<file path="src/rtl/spi_bm_pkg.sv">
`timescale 1ns/1ps
package spi_bm_pkg;
   localparam int HALF_W = 12;

   // Half SCK period, in clk cycles, for a 4-bit rate code.
   function automatic logic [HALF_W-1:0] half_period(input logic [3:0] code);
      int e;
      case (code)
         4'd0:    e = 1;
         4'd1:    e = 2;
         4'd2:    e = 4;
         4'd3:    e = 5;
         4'd4:    e = 3;
         default: e = (code > 4'd11) ? 12 : int'(code) + 1;
      endcase
      return HALF_W'(1) << (e - 1);
   endfunction
endpackage

</file>
<file path="src/rtl/spi_bm_fifo.sv">
`timescale 1ns/1ps
module spi_bm_fifo #(
   parameter int W     = 8,
   parameter int DEPTH = 4
) (
   input  logic         clk,
   input  logic         rst_n,
   input  logic         push,
   input  logic [W-1:0] din,
   input  logic         pop,
   output logic [W-1:0] dout,
   output logic         empty,
   output logic         full
);
   localparam int AW = $clog2(DEPTH);

   generate
      if (DEPTH < 2 || (1 << AW) != DEPTH) begin : g_bad_depth
         $error("spi_bm_fifo: DEPTH must be a power of two, at least 2");
      end
   endgenerate

   logic [W-1:0] mem [DEPTH];
   logic [AW:0]  wp, rp;

   assign empty = (wp == rp);
   assign full  = (wp[AW] != rp[AW]) && (wp[AW-1:0] == rp[AW-1:0]);
   assign dout  = mem[rp[AW-1:0]];

   always_ff @(posedge clk) begin
      if (push && !full) mem[wp[AW-1:0]] <= din;
   end

   always_ff @(posedge clk or negedge rst_n) begin
      if (!rst_n) begin
         wp <= '0;
         rp <= '0;
      end else begin
         if (push && !full) wp <= wp + 1'b1;
         if (pop && !empty) rp <= rp + 1'b1;
      end
   end
endmodule

</file>
<file path="src/rtl/spi_bm_shift.sv">
`timescale 1ns/1ps
module spi_bm_shift
   import spi_bm_pkg::*;
#(
   parameter int W = 8
) (
   input  logic              clk,
   input  logic              rst_n,
   input  logic              cpol,
   input  logic              cpha,
   input  logic [HALF_W-1:0] half,
   input  logic              start,
   input  logic [W-1:0]      tx_byte,
   input  logic              miso,
   output logic              sck,
   output logic              mosi,
   output logic              busy,
   output logic              done,
   output logic [W-1:0]      rx_byte
);
   localparam int EW = $clog2(2 * W);
   localparam logic [EW-1:0] LAST = EW'(2 * W - 1);

   logic [HALF_W-1:0] cnt;
   logic [EW-1:0]     edge_q;
   logic [W-1:0]      tx_sr, rx_sr;
   logic              sck_q, busy_q, done_q;

   assign sck     = sck_q;
   assign mosi    = tx_sr[W-1];
   assign busy    = busy_q;
   assign done    = done_q;
   assign rx_byte = rx_sr;

   always_ff @(posedge clk or negedge rst_n) begin
      if (!rst_n) begin
         cnt    <= '0;
         edge_q <= '0;
         tx_sr  <= '0;
         rx_sr  <= '0;
         sck_q  <= 1'b0;
         busy_q <= 1'b0;
         done_q <= 1'b0;
      end else begin
         done_q <= 1'b0;
         if (!busy_q) begin
            sck_q <= cpol;
            if (start) begin
               busy_q <= 1'b1;
               tx_sr  <= tx_byte;
               cnt    <= '0;
               edge_q <= '0;
            end
         end else if (cnt == half - HALF_W'(1)) begin
            cnt    <= '0;
            sck_q  <= ~sck_q;
            edge_q <= edge_q + 1'b1;
            // even edges sample for CPHA=0, odd edges for CPHA=1
            if (edge_q[0] == cpha)
               rx_sr <= {rx_sr[W-2:0], miso};
            else if (edge_q != '0)
               tx_sr <= {tx_sr[W-2:0], 1'b0};
            if (edge_q == LAST) begin
               busy_q <= 1'b0;
               done_q <= 1'b1;
            end
         end else begin
            cnt <= cnt + 1'b1;
         end
      end
   end
endmodule

</file>
<file path="src/rtl/spi_byte_master.sv">
`timescale 1ns/1ps
module spi_byte_master
   import spi_bm_pkg::*;
#(
   parameter int DATA_W     = 8,
   parameter int FIFO_DEPTH = 4,
   parameter int NCS        = 4
) (
   input  logic             clk,
   input  logic             rst_n,
   input  logic [2:0]       reg_addr,
   input  logic             reg_wr,
   input  logic [7:0]       reg_wdata,
   input  logic             reg_rd,
   output logic [7:0]       reg_rdata,
   output logic             sck,
   output logic             mosi,
   input  logic             miso,
   output logic [NCS-1:0]   cs_n
);
   localparam logic [2:0] A_CTRL = 3'd0;
   localparam logic [2:0] A_STAT = 3'd1;
   localparam logic [2:0] A_DATA = 3'd2;
   localparam logic [2:0] A_EXT  = 3'd3;
   localparam logic [2:0] A_PRM  = 3'd4;
   localparam logic [2:0] A_CSEL = 3'd5;
   localparam logic [2:0] A_TIM  = 3'd6;

   generate
      if (DATA_W != 8) begin : g_bad_width
         $error("spi_byte_master: only 8-bit words are supported");
      end
      if (NCS < 1 || NCS > 4) begin : g_bad_ncs
         $error("spi_byte_master: NCS must be 1 to 4");
      end
   endgenerate

   logic [7:0] ctrl_q, ext_q, prm_q, csel_q, tim_q;
   logic       wcol_q;
   logic [7:0] last_rd_q;

   logic              en, cpol, cpha;
   logic [HALF_W-1:0] half;
   logic              data_wr, data_rd;
   logic              tx_empty, tx_full, rx_empty, rx_full;
   logic [7:0]        tx_head, rx_head, rx_byte;
   logic              busy, done, start;

   assign en   = ctrl_q[6];
   assign cpol = ctrl_q[3];
   assign cpha = ctrl_q[2];
   assign half = half_period({ext_q[1:0], ctrl_q[1:0]});

   assign data_wr = reg_wr && (reg_addr == A_DATA);
   assign data_rd = reg_rd && (reg_addr == A_DATA) && !rx_empty;
   assign start   = en && !busy && !done && !tx_empty && !rx_full;

   spi_bm_fifo #(.W(8), .DEPTH(FIFO_DEPTH)) u_txq (
      .clk(clk), .rst_n(rst_n),
      .push(data_wr), .din(reg_wdata),
      .pop(start), .dout(tx_head),
      .empty(tx_empty), .full(tx_full)
   );

   spi_bm_fifo #(.W(8), .DEPTH(FIFO_DEPTH)) u_rxq (
      .clk(clk), .rst_n(rst_n),
      .push(done), .din(rx_byte),
      .pop(data_rd), .dout(rx_head),
      .empty(rx_empty), .full(rx_full)
   );

   spi_bm_shift #(.W(8)) u_shift (
      .clk(clk), .rst_n(rst_n),
      .cpol(cpol), .cpha(cpha), .half(half),
      .start(start), .tx_byte(tx_head), .miso(miso),
      .sck(sck), .mosi(mosi), .busy(busy), .done(done),
      .rx_byte(rx_byte)
   );

   always_ff @(posedge clk or negedge rst_n) begin
      if (!rst_n) begin
         ctrl_q    <= 8'h51;
         ext_q     <= 8'h00;
         prm_q     <= 8'h40;
         csel_q    <= 8'h00;
         tim_q     <= 8'h01;
         wcol_q    <= 1'b0;
         last_rd_q <= 8'h00;
      end else begin
         if (reg_wr) begin
            case (reg_addr)
               A_CTRL:  ctrl_q <= reg_wdata;
               A_EXT:   ext_q  <= reg_wdata;
               A_PRM:   prm_q  <= reg_wdata;
               A_CSEL:  csel_q <= reg_wdata;
               A_TIM:   tim_q  <= reg_wdata;
               default: ;
            endcase
         end
         if (data_wr && tx_full)
            wcol_q <= 1'b1;
         else if (reg_wr && reg_addr == A_STAT && reg_wdata[6])
            wcol_q <= 1'b0;
         if (data_rd) last_rd_q <= rx_head;
      end
   end

   always_comb begin
      case (reg_addr)
         A_CTRL:  reg_rdata = ctrl_q;
         A_STAT:  reg_rdata = {busy, wcol_q, 2'b00, tx_full, tx_empty, rx_full, rx_empty};
         A_DATA:  reg_rdata = rx_empty ? last_rd_q : rx_head;
         A_EXT:   reg_rdata = ext_q;
         A_PRM:   reg_rdata = prm_q;
         A_CSEL:  reg_rdata = csel_q;
         A_TIM:   reg_rdata = tim_q;
         default: reg_rdata = 8'h00;
      endcase
   end

   generate
      for (genvar i = 0; i < NCS; i++) begin : g_cs
         assign cs_n[i] = csel_q[i] ? csel_q[i+4] : 1'b1;
      end
   endgenerate
endmodule

</file>
<file path="config.mk">
export PLATFORM = sky130hd
export DESIGN_NAME = spi_byte_master
export DESIGN_NICKNAME = d
export VERILOG_FILES = /design/src/rtl/spi_bm_pkg.sv /design/src/rtl/spi_bm_fifo.sv /design/src/rtl/spi_bm_shift.sv /design/src/rtl/spi_byte_master.sv
export SDC_FILE = /design/constraint.sdc
export NUM_CORES = 1
export LEC_CHECK = 0
export BUFFER_PORTS_ARGS = -buffer_cell sky130_fd_sc_hd__buf_2
export CAP_MARGIN = 20
export CORE_ASPECT_RATIO = 0.8
export CORE_MARGIN = 2
export CORE_UTILIZATION = 55
export DETAILED_ROUTE_END_ITERATION = 6
export HOLD_SLACK_MARGIN = 0.1
export PLACE_DENSITY = 0.72
export SLEW_MARGIN = 0
export SYNTH_ARGS = -nofsm -noshare
export SYNTH_HDL_FRONTEND = slang
export SYNTH_HIERARCHICAL = 1
export SYNTH_SLANG_ARGS = --single-unit
</file>
<file path="constraint.sdc">
create_clock -name clk -period 10.1 [get_ports clk]
set_input_delay 0.505 -clock clk [delete_from_list [all_inputs] [get_ports clk]]
set_output_delay 0.505 -clock clk [all_outputs]
set_load 0.01 [all_outputs]
</file>
==> results.json <==
{
  "leakage_nw": 3.74,
  "syn_inst": 640,
  "io_pins": 30,
  "timing.critical_path.slowest_cell_delay_ps": 580,
  "worstPathRequired_ps": 10400,
  "total_area_of_multi_input_combinational_cells_sq_mm": 0.00381,
  "cpMostUsedCell": "sky130_fd_sc_hd__ha_1",
  "synth.largest_area_cell": "sky130_fd_sc_hd__dfrtp_1",
  "logic_depth_of_the_worst_register_to_register_path": 18,
  "synth.cell_area_sq_mm": 0.00837,
  "synth_warnings": 6,
  "postCtsResizedCells": 0,
  "period_needed_ps": 5810,
  "place.port_buffers": 29,
  "gr-usage-all-layers_pct": 23.0,
  "root_buffer": "sky130_fd_sc_hd__clkbuf_16",
  "critical_path.cell_chain": "inv_1 -> ha_1 -> or4b_4 -> a32oi_4 -> or2_4 -> nor4_2 -> ha_1 -> nand2b_1 -> nor3_1 -> nor3b_1 -> inv_1 -> ha_1 -> or3_1 -> a31oi_1 -> nand4_1 -> a211oi_2 -> and3_1 -> mux2_4",
  "synthTopCellsByCount": "sky130_fd_sc_hd__dfrtp_1 (91), sky130_fd_sc_hd__edfxtp_1 (64), sky130_fd_sc_hd__mux2_2 (56)",
  "tightest_slew_ps": 971,
  "ys_seq_area_share_pct": 51.7,
  "synth_area_leaders": "sky130_fd_sc_hd__dfrtp_1 (27%), sky130_fd_sc_hd__edfxtp_1 (23%), sky130_fd_sc_hd__mux2_2 (7.5%)",
  "dp_cells": 836,
  "finalCoreUtilization_pct": 61.5,
  "max_cap_violations": 0,
  "timing.final.max_slew_violations": 0,
  "tritoncts": "built",
  "route.vias.total": 5275,
  "dpl-instance-area_sq_mm": 0.00862,
  "finalSetupTns_ps": 0,
  "grt_first_pass_wirelength_um": 28200,
  "syn_nets": 675,
  "ys_async_sr_fraction_pct": 60.0,
  "finalClockSkew_ps": 9.95,
  "finalWeightedCongestion": 0.933,
  "placeableCoreArea_sq_mm": 0.0150,
  "run_status": "finished, final reports clean",
  "final.period_utilization_pct": 57.5,
  "cts_inserted_buffers": 17,
  "crit_path_max_fanout": 9,
  "report.final.hold_viol_count": 0,
  "seqCellArea_sq_mm": 0.00433,
  "grt_setup_unrepaired": "no",
  "die_area_sq_mm": 0.0162,
  "slew_headroom_pct": 35.0,
  "layout_area_growth_over_synthesis_pct": 9.96,
  "floorplan.die.height_um": 114,
  "post_drt_via_cell_ratio": 6.07,
  "design_area_sq_mm": 0.00920,
  "layout_nets": 702,
  "post_route_cells_drive_above_1_share_pct": 27.2,
  "antenna_cells": 0,
  "detail_route.drc_violations": 0,
  "wl_per_cell_um": 19.9,
  "synth_enable_flop_cells": 64,
  "worst_ep_arrival_time_ps": 6110,
  "setup_violations": 0,
  "yosys_most_used_dff": "sky130_fd_sc_hd__dfrtp_1",
  "globalRoute.totalOverflow": 0,
  "drt_first_pass_iters": 5,
  "grt_start_max_net_pins": 77,
  "die_x_um": 142,
  "dpl.hpwl_um": 11800,
  "drt.antenna.violating_nets": 0,
  "nFillCells": 1122,
  "max_freq_mhz": 172,
  "postRouteWirelength_um": 17300,
  "holdPathStages": 2,
  "clk_transition_reported_paths_ps": 60,
  "cts_max_level": 4,
  "detail_route.iter0.violations": 431,
  "starting_density_of_the_core_pct": 55.9,
  "clockBufferDepth": 2,
  "core.rowCount": 40,
  "ys_seq_elements": 160,
  "timing.critical_path.slowest_stage_cell": "sky130_fd_sc_hd__nor3b_1",
  "via_count_of_the_first_global_routing_pass": 5321,
  "setup.worst_path.end_class": "flop",
  "number_of_setup_buffers_added_after_cts": 0,
  "synth_cell_type_count": 76,
  "synth.most_common_cell": "sky130_fd_sc_hd__dfrtp_1",
  "grt_antenna_before_repair": 0,
  "fraction_of_synthesized_cell_area_taken_by_the_top_area_cell_type_pct": 27.2,
  "final_cells": 869,
  "synth_area_per_cell_sq_um": 13.1,
  "cts.sink_count": 160,
  "clkLatencyLatePin_ps": 420,
  "worstSetupStartpointType": "flop",
  "hold_class": "input port to flop",
  "vdd_drop_max_uv": 134,
  "p_per_area_mw_per_mm2": 196,
  "power_after_layout_mw": 1.81,
  "worstSetupPathType": "flop to flop"
}
-- sequential cells by signal (all words and copies together) (netlist names), 3 cells and up --
register	count
u_txq/wp	3
u_shift/rx_byte	8
last_rd_q	8
u_rxq/rp	3
u_rxq/wp	3
csel_q	8
prm_q	8
u_rxq/mem	32
u_txq/rp	3
u_shift/edge_q	4
ext_q	8
tim_q	8
u_txq/mem	32
u_shift/tx_sr	8
u_shift/cnt	12
ctrl_q	8
-- path summary, 6_finish.rpt --
| kind | startpoint | to | slack [ps] |
|---|---|---|---|
| max | ctrl_q[0]$_DFFE_PN1P_ | u_shift/rx_byte[6]$_DFFE_PN0P_ | 4290 |
| min | miso | u_shift/rx_byte[0]$_DFFE_PN0P_ | 330 |
| max reg2reg | ctrl_q[0]$_DFFE_PN1P_ | u_shift/rx_byte[6]$_DFFE_PN0P_ | 4290 |
| min reg2reg | u_shift/tx_sr[7]$_DFFE_PN0P_ | u_shift/tx_sr[7]$_DFFE_PN0P_ | 490 |
| max in group asynchronous | rst_n | last_rd_q[1]$_DFFE_PN0P_ | 8320 |
| min in group asynchronous | rst_n | u_shift/cnt[5]$_DFFE_PN0P_ | 520 |
-- critical path, delay by kind of cell (launching register included) --
family	cells	cell delay, ps
buf+inv	2	210
mux	1	350
compound gates	3	750
simple gates	9	2920
flops	1	560
fa+ha+maj	3	890
-- layout make-up --
type | count | area share (%)
clock buffer | 19 | 4.70
clock inverter | 13 | 1.52
inverter | 20 | 0.816
multi-input combinational | 435 | 41.4
sequential | 160 | 47.1
tap | 189 | 2.57
timing repair buffer | 33 | 1.96
-- metrics by stage --
| stage | setup WS (ps) | hold WS (ps) |
|---|---|---|
| 2_1_floorplan | 5000 | 209 |
| 3_3_place_gp | 4630 | 406 |
| 3_5_place_dp | 4350 | 417 |
| 4_1_cts | 4330 | 314 |
| 5_1_grt | 3900 | 315 |
| 6_report | 4290 | 330 |
-- placed cells by master (no fill, tap or decap), types with 10 or more instances in the layout --
master / n
sky130_fd_sc_hd__inv_1: 20
sky130_fd_sc_hd__a31oi_1: 11
sky130_fd_sc_hd__a21oi_1: 18
sky130_fd_sc_hd__mux4_2: 21
sky130_fd_sc_hd__nand3_1: 21
sky130_fd_sc_hd__mux2i_1: 12
sky130_fd_sc_hd__nor2b_1: 10
sky130_fd_sc_hd__ha_1: 19
sky130_fd_sc_hd__nand2b_1: 17
sky130_fd_sc_hd__buf_2: 28
sky130_fd_sc_hd__nand2_1: 33
sky130_fd_sc_hd__clkbuf_16: 17
sky130_fd_sc_hd__o21ai_0: 12
sky130_fd_sc_hd__nor2_1: 32
sky130_fd_sc_hd__edfxtp_1: 64
sky130_fd_sc_hd__and3_1: 12
sky130_fd_sc_hd__dfrtp_1: 91
sky130_fd_sc_hd__xnor2_1: 23
sky130_fd_sc_hd__mux2_2: 56
sky130_fd_sc_hd__nor3_1: 11
-- kinds of logic (layout without fill, tap and decap cells) --
logic type	count (synthesis)	after routing	share of synthesized area (%)
adders and majority gates	19	19	2.84
muxes	103	103	16.9
AOI/OAI and AO/OA	98	98	9.09
and+or+nand+nor	177	177	12.0
buffers and inverters	45	85	2.84
DFF	160	160	51.7
other	1	1	0.0448
xor gates and xnor gates	37	37	4.57
-- power by group --
part | internal (mW) | switching [mW] | leakage, nW
Combinational | 0.173 | 0.200 | 1.70
Clock | 0.364 | 0.259 | 0.271
Sequential | 0.739 | 0.0718 | 1.78
-- metal layers --
metal	track usage [%]	share of wire, %
met1	32.2	46
met2	36.2	47
met3	6.02	4.9
met4	6.00	1.4
met5	0	0
-- what timing repair did --
item / CTS / global route
setup endpoints to repair: 0 / 0
endpoints found under the hold margin: 20 / 0
hold buffers: 1 / 0
No activity file was read; power rests on OpenSTA's default activity.
